`config.mk`:
```
export PLATFORM = sky130hd
export DESIGN_NAME = psr_ctrl
export DESIGN_NICKNAME = d
export VERILOG_FILES = /design/src/rtl/psr_pkg.sv /design/src/rtl/psr_merge.sv /design/src/rtl/spsr_bank.sv /design/src/rtl/psr_ctrl.sv
export SDC_FILE = /design/constraint.sdc
export NUM_CORES = 1
export LEC_CHECK = 0
export ABC_AREA = 0
export CORE_MARGIN = 3
export CORE_UTILIZATION = 55
export CTS_CLUSTER_SIZE = 20
export DETAILED_ROUTE_END_ITERATION = 12
export DONT_BUFFER_PORTS = 1
export GPL_ROUTABILITY_DRIVEN = 1
export PLACE_DENSITY_LB_ADDON = 0.2
export SLEW_MARGIN = 40
export SYNTH_ARGS = -nofsm -noshare
export SYNTH_HDL_FRONTEND = slang
export SYNTH_SLANG_ARGS = --single-unit
```
`constraint.sdc`:
```
create_clock -name clk_i -period 9.35 [get_ports clk_i]
set_input_delay 0.4675 -clock clk_i [delete_from_list [all_inputs] [get_ports clk_i]]
set_output_delay 0.4675 -clock clk_i [all_outputs]
set_load 0.02 [all_outputs]
```
`src/rtl/psr_pkg.sv`:
```
package psr_pkg;
  localparam int PSR_W    = 32;
  localparam int MODE_W   = 5;
  localparam int MASK_W   = 4;
  localparam int N_SPSR   = 5;
  localparam int FLAG_LSB = 24;
  localparam int CTRL_W   = 8;
  localparam int IDX_W    = $clog2(N_SPSR);

  localparam logic [PSR_W-1:0]  LEGACY_KEEP = 32'hF000_00C3;
  localparam logic [PSR_W-1:0]  RESET_PSR   = 32'h0000_00D3;
  localparam logic [MASK_W-1:0] FULL_MASK   = 4'b1001;

  typedef enum logic [2:0] {
    BK_USR, BK_FIQ, BK_IRQ, BK_SVC, BK_ABT, BK_UND, BK_SYS, BK_NONE
  } bank_e;

  function automatic bank_e bank_of(input logic [MODE_W-1:0] m);
    case (m)
      5'b10000, 5'b00000: return BK_USR;
      5'b10001, 5'b00001: return BK_FIQ;
      5'b10010, 5'b00010: return BK_IRQ;
      5'b10011, 5'b00011: return BK_SVC;
      5'b10111:           return BK_ABT;
      5'b11011:           return BK_UND;
      5'b11111:           return BK_SYS;
      default:            return BK_NONE;
    endcase
  endfunction

  function automatic logic has_spsr(input bank_e b);
    return (b == BK_FIQ) || (b == BK_IRQ) || (b == BK_SVC) ||
           (b == BK_ABT) || (b == BK_UND);
  endfunction

  // saved slots are numbered from the fast-interrupt bank upward
  function automatic logic [IDX_W-1:0] spsr_idx(input bank_e b);
    logic [2:0] raw;
    raw = 3'(b) - 3'd1;
    return raw[IDX_W-1:0];
  endfunction
endpackage

```
`src/rtl/psr_merge.sv`:
```
module psr_merge
  import psr_pkg::*;
#(
  parameter int W = PSR_W
) (
  input  logic [W-1:0]      cur_i,
  input  logic [W-1:0]      data_i,
  input  logic [MASK_W-1:0] mask_i,
  input  logic              flags_only_i,
  input  logic              legacy_i,
  output logic [W-1:0]      next_o
);
  logic [W-1:0] sel;
  logic [W-1:0] merged;

  always_comb begin
    sel = '0;
    if (flags_only_i) begin
      sel[W-1:FLAG_LSB] = '1;
    end else if (mask_i == FULL_MASK) begin
      sel = '1;
    end else begin
      if (mask_i[3]) sel[W-1:FLAG_LSB] = '1;
      if (mask_i[0]) sel[CTRL_W-1:0]   = '1;
    end
    merged = (cur_i & ~sel) | (data_i & sel);
    next_o = legacy_i ? (merged & W'(LEGACY_KEEP)) : merged;
  end
endmodule

```
`src/rtl/spsr_bank.sv`:
```
module spsr_bank
  import psr_pkg::*;
#(
  parameter int W = PSR_W,
  parameter int N = N_SPSR
) (
  input  logic         clk_i,
  input  logic         rst_ni,
  input  logic         wr_i,
  input  bank_e        wr_bank_i,
  input  logic [W-1:0] wr_data_i,
  output logic [W-1:0] wr_cur_o,
  input  bank_e        rd_bank_i,
  input  logic [W-1:0] cpsr_i,
  output logic [W-1:0] rd_data_o
);
  logic [W-1:0] slots [N];
  logic         wr_ok;

  assign wr_ok = wr_i && has_spsr(wr_bank_i);

  for (genvar g = 0; g < N; g++) begin : g_slot
    logic [W-1:0] q;
    always_ff @(posedge clk_i or negedge rst_ni) begin
      if (!rst_ni)
        q <= '0;
      else if (wr_ok && (spsr_idx(wr_bank_i) == g[IDX_W-1:0]))
        q <= wr_data_i;
    end
    assign slots[g] = q;
  end

  assign wr_cur_o  = has_spsr(wr_bank_i) ? slots[spsr_idx(wr_bank_i)] : '0;
  assign rd_data_o = has_spsr(rd_bank_i) ? slots[spsr_idx(rd_bank_i)] : cpsr_i;
endmodule

```
`src/rtl/psr_ctrl.sv`:
```
module psr_ctrl
  import psr_pkg::*;
(
  input  logic              clk_i,
  input  logic              rst_ni,
  input  logic              prog32_i,
  input  logic              wr_cpsr_i,
  input  logic              wr_spsr_i,
  input  logic [MASK_W-1:0] field_mask_i,
  input  logic [PSR_W-1:0]  wr_data_i,
  input  logic [MODE_W-1:0] spsr_rd_mode_i,
  output logic [PSR_W-1:0]  spsr_rd_data_o,
  output logic [PSR_W-1:0]  cpsr_o,
  output logic              flag_n_o,
  output logic              flag_z_o,
  output logic              flag_c_o,
  output logic              flag_v_o,
  output logic              irq_dis_o,
  output logic              fiq_dis_o,
  output logic              thumb_o,
  output logic [MODE_W-1:0] mode_o,
  output logic              mode_chg_o,
  output logic [MODE_W-1:0] old_mode_o
);
  logic [PSR_W-1:0]  cpsr_q, cpsr_d;
  logic [PSR_W-1:0]  spsr_cur, spsr_d;
  logic              chg_q;
  logic [MODE_W-1:0] old_mode_q;
  bank_e             cur_bank;

  assign cur_bank = bank_of(cpsr_q[MODE_W-1:0]);

  psr_merge #(.W(PSR_W)) i_cpsr_merge (
    .cur_i        (cpsr_q),
    .data_i       (wr_data_i),
    .mask_i       (field_mask_i),
    .flags_only_i (cur_bank == BK_USR),
    .legacy_i     (!prog32_i),
    .next_o       (cpsr_d)
  );

  psr_merge #(.W(PSR_W)) i_spsr_merge (
    .cur_i        (spsr_cur),
    .data_i       (wr_data_i),
    .mask_i       (field_mask_i),
    .flags_only_i (1'b0),
    .legacy_i     (1'b0),
    .next_o       (spsr_d)
  );

  spsr_bank #(.W(PSR_W), .N(N_SPSR)) i_spsr_bank (
    .clk_i     (clk_i),
    .rst_ni    (rst_ni),
    .wr_i      (wr_spsr_i),
    .wr_bank_i (cur_bank),
    .wr_data_i (spsr_d),
    .wr_cur_o  (spsr_cur),
    .rd_bank_i (bank_of(spsr_rd_mode_i)),
    .cpsr_i    (cpsr_q),
    .rd_data_o (spsr_rd_data_o)
  );

  always_ff @(posedge clk_i or negedge rst_ni) begin
    if (!rst_ni) begin
      cpsr_q     <= RESET_PSR;
      chg_q      <= 1'b0;
      old_mode_q <= RESET_PSR[MODE_W-1:0];
    end else if (wr_cpsr_i) begin
      cpsr_q     <= cpsr_d;
      chg_q      <= cpsr_d[MODE_W-1:0] != cpsr_q[MODE_W-1:0];
      old_mode_q <= cpsr_q[MODE_W-1:0];
    end else begin
      chg_q      <= 1'b0;
    end
  end

  assign cpsr_o     = cpsr_q;
  assign flag_n_o   = cpsr_q[31];
  assign flag_z_o   = cpsr_q[30];
  assign flag_c_o   = cpsr_q[29];
  assign flag_v_o   = cpsr_q[28];
  assign irq_dis_o  = cpsr_q[7];
  assign fiq_dis_o  = cpsr_q[6];
  assign thumb_o    = cpsr_q[5];
  assign mode_o     = cpsr_q[MODE_W-1:0];
  assign mode_chg_o = chg_q;
  assign old_mode_o = old_mode_q;
endmodule

```
## Word level (Yosys, flattened, before mapping)

Memories as Yosys holds them, arrays and structs flattened.
Index checks and enable logic that the tools add are counted.
W data, S select, Z words.

| word-level totals | value |
|---|---|
| register bits after elaboration | 198 |
| ROM bits | 192 |
| input bits | 46 |
| output and inout port bits | 82 |
| memories | 2 |

| cells by class | value |
|---|---|
| equal/unequal tests | 16 |
| order comparisons | 2 |
| mux-type cells | 17 |
| $add $sub $neg | 2 |
| bitwise gates (word level) | 10 |
| reduce and logical (&&, ||, !) cells | 16 |

Memory list:

| memory | words | width | rd ports | clocked after memory_dff | wr ports | RTL line | source |
|---|---|---|---|---|---|---|---|
| (no name shown) | 32 | 3 | 1 | 0 | 0 | psr_pkg.sv:19 | `case (m)` |
| (no name shown) | 32 | 3 | 1 | 0 | 0 | psr_pkg.sv:19 |  |

Operator list:

| operator | count |
|---|---|
| $bmux W32 S3 | 2 |
| $mux W32 | 6 |
| $and A32 B32 Y32 | 4 |
| $not A32 Y32 | 2 |
| $or A32 B32 Y32 | 2 |
| $mux W8 | 5 |
| $mux W28 | 1 |
| $mux W24 | 1 |
| $eq A3 B2 Y1 const B | 6 |
| $mux W16 | 1 |
| $eq A3 B3 Y1 const B | 5 |
| $eq A3 B1 Y1 const B | 3 |
| $ge A4 B4 Y1 const B | 2 |
| $logic_or A1 B1 Y1 | 8 |
| $not A3 Y4 | 2 |
| $logic_and A1 B1 Y1 | 6 |
| $logic_not A3 Y1 | 2 |
| $sub A3 B1 Y3 const B | 2 |
| $ne A5 B5 Y1 | 1 |
| $eq A4 B4 Y1 const B | 1 |
| $mux W1 | 1 |

## Depth between registers and ports, before layout

| depth | value |
|---|---|
| word-level depth | 9 |
| mapped depth | 15 |

## Modules after synthesis

From an unflattened synthesis, not the netlist that was laid out.

| second synthesis, totals | value |
|---|---|
| cells, all modules | 1,052 |
| area, all modules | 12,201.7 µm² |

By module, submodules not included:

| module | times used | cells an instance | area each (µm²) |
|---|---|---|---|
| spsr_bank | 1 | 739 | 9,141.3 |
| psr_ctrl | 1 | 113 | 1,731.7 |
| psr_merge | 2 | 100 | 664.4 |

## Worst setup path after synthesis

No wires, ideal clock.

| timing | value |
|---|---|
| path type | input to output |
| start point | input port spsr_rd_mode_i[2] |
| end point | output port spsr_rd_data_o[2] |
| data arrival time | 3.262 ns |
| cell stages on the path | 11 |
| slack | 5.621 ns |
| cells stage by stage | buf_2 or3_1 nand2_1 clkbuf_1 ha_1 buf_2 inv_1 clkbuf_1 nor3_1 o32a_1 o31ai_1 |

| between the ends | value |
|---|---|
| longest elaborated chain between the ends | 7 |

RTL lines:

| element | RTL line | source |
|---|---|---|
| from (decl) | psr_ctrl.sv:11 | `input logic [MODE_W-1:0] spsr_rd_mode_i,` |
| $mem_v2 Z32 W3 * | - |  |
| $sub A3 B1 Y3 (tied with other cells) | psr_pkg.sv:39 | `raw = 3'(b) - 3'd1;` |
| $not A3 Y4 (implied by the code) / $logic_or A1 B1 Y1 (equally long branches) | spsr_bank.sv:34, psr_pkg.sv:32 |  |
| $bmux W32 S3 / $logic_or A1 B1 Y1 (equally long branches) | spsr_bank.sv:34, psr_pkg.sv:32 |  |
| $mux W32 (implied by the code) / $logic_or A1 B1 Y1 (equally long branches) | spsr_bank.sv:34, psr_pkg.sv:32 |  |
| $mux W32 (implied by the code) / $logic_or A1 B1 Y1 (equally long branches) | spsr_bank.sv:34, psr_pkg.sv:33 |  |
| $mux W32 * | spsr_bank.sv:34 | `assign rd_data_o = has_spsr(rd_bank_i) ? slots[spsr_idx(rd_bank_i)] : cpsr_i;` |
| to (decl) | psr_ctrl.sv:12 | `output logic [PSR_W-1:0] spsr_rd_data_o,` |

Every way passes the cells marked *; elsewhere a longest branch is shown, timed or not. The select of a mux whose other input is x is not followed.

## Final worst setup path

| timing | value |
|---|---|
| start point | register cpsr_q[2], in the netlist cpsr_o[2] |
| end point | register i_spsr_bank.g_slot[2].q[16] |

| between the ends | value |
|---|---|
| longest elaborated chain between the ends | 9 |

RTL lines:

| element | RTL line | source |
|---|---|---|
| from (decl) | psr_ctrl.sv:25 | `logic [PSR_W-1:0] cpsr_q, cpsr_d;` |
| from (signal assigned) | psr_ctrl.sv:69 | `cpsr_q <= cpsr_d;` |
| $mem_v2 Z32 W3 * | - |  |
| $sub A3 B1 Y3 (tied with other cells) | psr_pkg.sv:39 |  |
| $not A3 Y4 (implied by the code) / $logic_or A1 B1 Y1 (equally long branches) | spsr_bank.sv:33, psr_pkg.sv:32 |  |
| $bmux W32 S3 / $logic_or A1 B1 Y1 (equally long branches) | spsr_bank.sv:33, psr_pkg.sv:32 |  |
| $mux W32 (implied by the code) / $logic_or A1 B1 Y1 (equally long branches) | spsr_bank.sv:33, psr_pkg.sv:32 |  |
| $mux W32 (implied by the code) / $logic_or A1 B1 Y1 (equally long branches) | spsr_bank.sv:33, psr_pkg.sv:33 |  |
| $mux W32 | spsr_bank.sv:33 | `assign wr_cur_o = has_spsr(wr_bank_i) ? slots[spsr_idx(wr_bank_i)] : '0;` |
| $and A32 B32 Y32 | psr_merge.sv:26 | `merged = (cur_i & ~sel) \| (data_i & sel);` |
| $or A32 B32 Y32 | psr_merge.sv:26 |  |
| to (signal assigned) | spsr_bank.sv:28 | `q <= wr_data_i;` |
| to (decl) | spsr_bank.sv:23 | `logic [W-1:0] q;` |

Marks and branches as above.
A chain may end at the register's enable or synchronous reset.

==> results.rst <==
.. list-table::
   :header-rows: 1

   * - Metric
     - Value
   * - Status
     - finished clean
   * - Diodes inserted
     - 0
   * - Critical R2R Launch
     - cpsr_o[2]$_DFFE_PN0P_
   * - Worst setup SP type
     - register
   * - Final critical-path share of the clock period
     - a little over half
   * - DRC violation count after routing
     - 0
   * - Height of the chip
     - 154 um
   * - Number of antenna violations at the first check in global routing
     - 0
   * - Number of enable-type register cells in the synthesized netlist
     - 0
   * - Combinational fraction of design power
     - between 40% and 50%
   * - Async set-reset flop share out of synthesis
     - 100%
   * - Worst Min Path Start
     - wr_data_i[16]
   * - Flop and latch count out of synthesis
     - 198
   * - Switching share of power
     - ~41%
   * - Crit path arrival time
     - around 5.3 ns
   * - Unique cell type count in the Yosys netlist
     - 55
   * - Headroom to the max-slew limit
     - 39.4%
   * - Post-layout instance count excluding filler cells
     - 1526
   * - Fraction of final layout cells with drive strength greater than 1
     - around 15%
   * - Top achievable clock speed
     - 0.201 GHz
   * - Internal power contribution
     - 2370 uW
   * - Fin nets
     - 1297
   * - Antenna violation net count after detailed routing
     - 0
   * - Post-synth design cell area
     - around 0.012 mm^2
   * - Largest net degree at the start of global routing
     - a little under 200
   * - Number of core rows
     - 53
   * - Average size of a mapped cell
     - 9.04 um^2
   * - Met3 layer usage reported by global route
     - 6.77%
   * - Leading area contributor after synthesis
     - sky130_fd_sc_hd__dfrtp_1
   * - Die W
     - between 150 and 200 um
   * - Remaining global-route overflow
     - 0
   * - Worst vdd rail ir drop
     - 0.000140 V
   * - Dominant synthesized flop cell
     - sky130_fd_sc_hd__dfrtp_1
   * - Overall die area
     - 0.0238 mm^2
   * - Mapped Nets
     - approximately 1400
   * - Count of vias placed by the detailed router
     - 10200
   * - P_sw
     - 1670 uW
   * - Largest stage delay, worst path
     - 0.87 ns
   * - Total CTS buffers
     - 17
   * - Number of warnings issued by yosys
     - 0
   * - Required time worst endpoint
     - 9.66 ns
   * - Clk Latency, worst-skew pair
     - 0.43 ns
   * - Cells traversed along the worst timing path
     - and4_2, nor2_2, inv_2, ha_1, ha_1, buf_4, and4_2, buf_4, mux2_2
   * - Sum Neg Setup Slack
     - 0 ns
   * - Number of top-level pins
     - around 130
   * - Power density of the placed cells
     - 318 mW/mm^2
   * - Clock Sinks
     - 198
   * - RSZ-0062 raised after global routing
     - false
   * - CTS root buffer
     - sky130_fd_sc_hd__clkbuf_16
   * - Hold Vio Cnt, Final
     - 0
   * - TritonCTS clock tree
     - done
   * - Met2 Usage GRT
     - 44.3%
   * - Maximum clock path buffer count
     - 2
   * - Routed wire length
     - 35100 um
   * - Global-route wire length before repair
     - 56000 um
   * - Count of buffers from port buffering
     - 0
   * - Share of total power in sequential cells
     - between 30% and 40%
   * - Hold_ws
     - 0.155 ns
   * - Drt initial violations
     - 1100
   * - Drt pass-1 iters
     - 5
   * - Syn Inst Count
     - approximately 1300
   * - Portion of synthesized cell area occupied by the leading cell type
     - a little under 40%
   * - Peak-usage layer in the global routing report
     - met2
   * - Critical path launch point
     - cpsr_o[2]$_DFFE_PN0P_
   * - Clock network fraction of total power
     - 19.0%
   * - Leakage power summed over all cells
     - 0.00515 uW
   * - Buffers inserted during post-CTS setup optimization
     - 0
   * - Clock-pin transition on the worst setup and hold timing paths
     - 0.08 ns
   * - Hpwl dp
     - 20000 um
   * - Most area-consuming cells after synthesis
     - sky130_fd_sc_hd__dfrtp_1 39%, sky130_fd_sc_hd__mux2_2 7.2%, sky130_fd_sc_hd__a21oi_1 5.3%, sky130_fd_sc_hd__nand2_1 4.8%, sky130_fd_sc_hd__nor2_1 4.1%
   * - Endpoints failing setup
     - 0
   * - Via count of the first global-routing pass
     - 9875
   * - Crit path max-delay cell type
     - sky130_fd_sc_hd__dfrtp_1
   * - Fraction of the yosys area taken by sequential cells
     - 41.1%
   * - CTS H-Tree Depth
     - 4
   * - Type of the worst setup path
     - register to register
   * - List of most frequent post-synthesis cells
     - 190 x sky130_fd_sc_hd__dfrtp_1, 153 x sky130_fd_sc_hd__nand2_1, 132 x sky130_fd_sc_hd__nor2_1
   * - Final Wtd Congestion
     - between 0.7 and 0.8
   * - CP Capture Type
     - register
   * - GR Util met1
     - 42.8%
   * - Vias/cell
     - approximately 6.7
   * - Post-detailed-route wirelength per cell
     - ~23 um
   * - Placed cell count
     - between 1000 and 1500
   * - Most used standard cell by instance count after synthesis
     - sky130_fd_sc_hd__dfrtp_1
   * - All-Layer GR Usage
     - between 20 and 30%
   * - Max FO, Critical Path
     - 35
   * - Clock period minus worst slack
     - about 5.0 ns
   * - Layout area overhead
     - 5.28%
   * - Worst Max-Slew Pin Slew
     - a little over 0.9 ns
   * - Final Slew Violations
     - 0
   * - Max-cap violations
     - 0
   * - Initial core utilization
     - 56.7%
   * - Placeable core area
     - 0.0213 mm^2
   * - Hold Path Class
     - primary input to register
   * - Worst-case clock skew
     - 0.0108 ns
## critical path, delay by kind of cell (launching register included)
family | cells | cell delay (ns)
adders and majority gates | 2 | 0.82
muxes | 1 | 0.39
buffers and inverters | 3 | 1.27
and+or+nand+nor | 3 | 1.45
DFF | 1 | 0.87
## logic make-up (layout without fill, tap and decap cells)
| kind of cell | Yosys count | after routing | share of synthesized area, % |
|---|---|---|---|
| AOI/OAI and AO/OA | 354 | 354 | 20.8 |
| xor gates and xnor gates | 4 | 4 | 0.290 |
| adders and majority gates | 13 | 13 | 1.35 |
| buffers and inverters | 149 | 64 | 5.87 |
| DFF | 198 | 198 | 41.1 |
| muxes | 113 | 113 | 10.4 |
| and+or+nand+nor | 505 | 505 | 20.2 |
## state kept, by name (all words and copies together), names as in the netlist, named ones only
register	flops
old_mode_o	5
cpsr_o	26
i_spsr_bank.g_slot.q	160
mode_chg_o	1
## placed cells by master (no fill, tap or decap), drive strengths merged, types with 18 or more instances in the layout
cell type,n
mux2i,34
nand2,154
nor2,136
a21oi,128
a22o,19
o32a,30
nand2b,79
a22oi,34
nand3,18
o31ai,31
nor3,47
mux2,77
o21ai,41
nand4,35
clkbuf,21
buf,24
dfrtp,190
## worst paths after layout
kind | to | slack [ns] | cells past startpoint
worst max-delay path | i_spsr_bank.g_slot[2].q[16]$_DFFE_PN0P_ | 4.38 | 9
worst min-delay path | cpsr_o[16]$_DFFE_PN0P_ | 0.16 | 2
worst max register to register | i_spsr_bank.g_slot[2].q[16]$_DFFE_PN0P_ | 4.38 | 9
worst min register to register | i_spsr_bank.g_slot[2].q[19]$_DFFE_PN0P_ | 0.53 | 1
max in group asynchronous | old_mode_o[0]$_DFFE_PN1P_ | 7.66 | 4
min in group asynchronous | cpsr_o[11]$_DFFE_PN0P_ | 0.51 | 2
## power groups by stage
stage / Clock [uW] / Sequential, uW / Combinational [uW]
2_1_floorplan: 0 / 1430 / 1440
3_3_place_gp: 0 / 1520 / 1660
3_5_place_dp: 0 / 1530 / 1700
4_1_cts: 781 / 1520 / 1720
5_1_grt: 815 / 1570 / 1940
6_report: 769 / 1520 / 1750
## metrics by stage
stage               area (um^2)  worst slack (ns)  utilization, %  power [uW]
global route              12700              4.22            59.7        4320
detailed placement        12000              4.57            56.4        3230
global placement          11900              4.29            56.1        3170
floorplan                 12100              5.62               -        2880
finish                    12700              4.38            59.7        4040
CTS                       12600              4.57            59.4        4030
## routing by layer
layer	vias to the layer above	wire length, um	part of all wire, %
met2	501	15700	45
met4	0	687	2.0
met5	-	0	0
met1	5037	15200	43
li1	4640	-	-
met3	49	3510	10
## area by class of cell
class | instances | area, um^2
clock buffers | 21 | 460
clock inverters | 11 | 149
fillers | 1818 | 8570
inverters | 7 | 26.3
multi-input cells | 989 | 6510
flip-flops and latches | 198 | 4960
well taps | 275 | 344
repair buffers | 25 | 262
## timing repair
item,in CTS,in global routing
hold buffers,1,1
endpoints found under the hold margin,198,2
endpoints found under the setup margin,0,0
resized for setup,0,0
No activity file was read; power rests on OpenSTA's default activity.
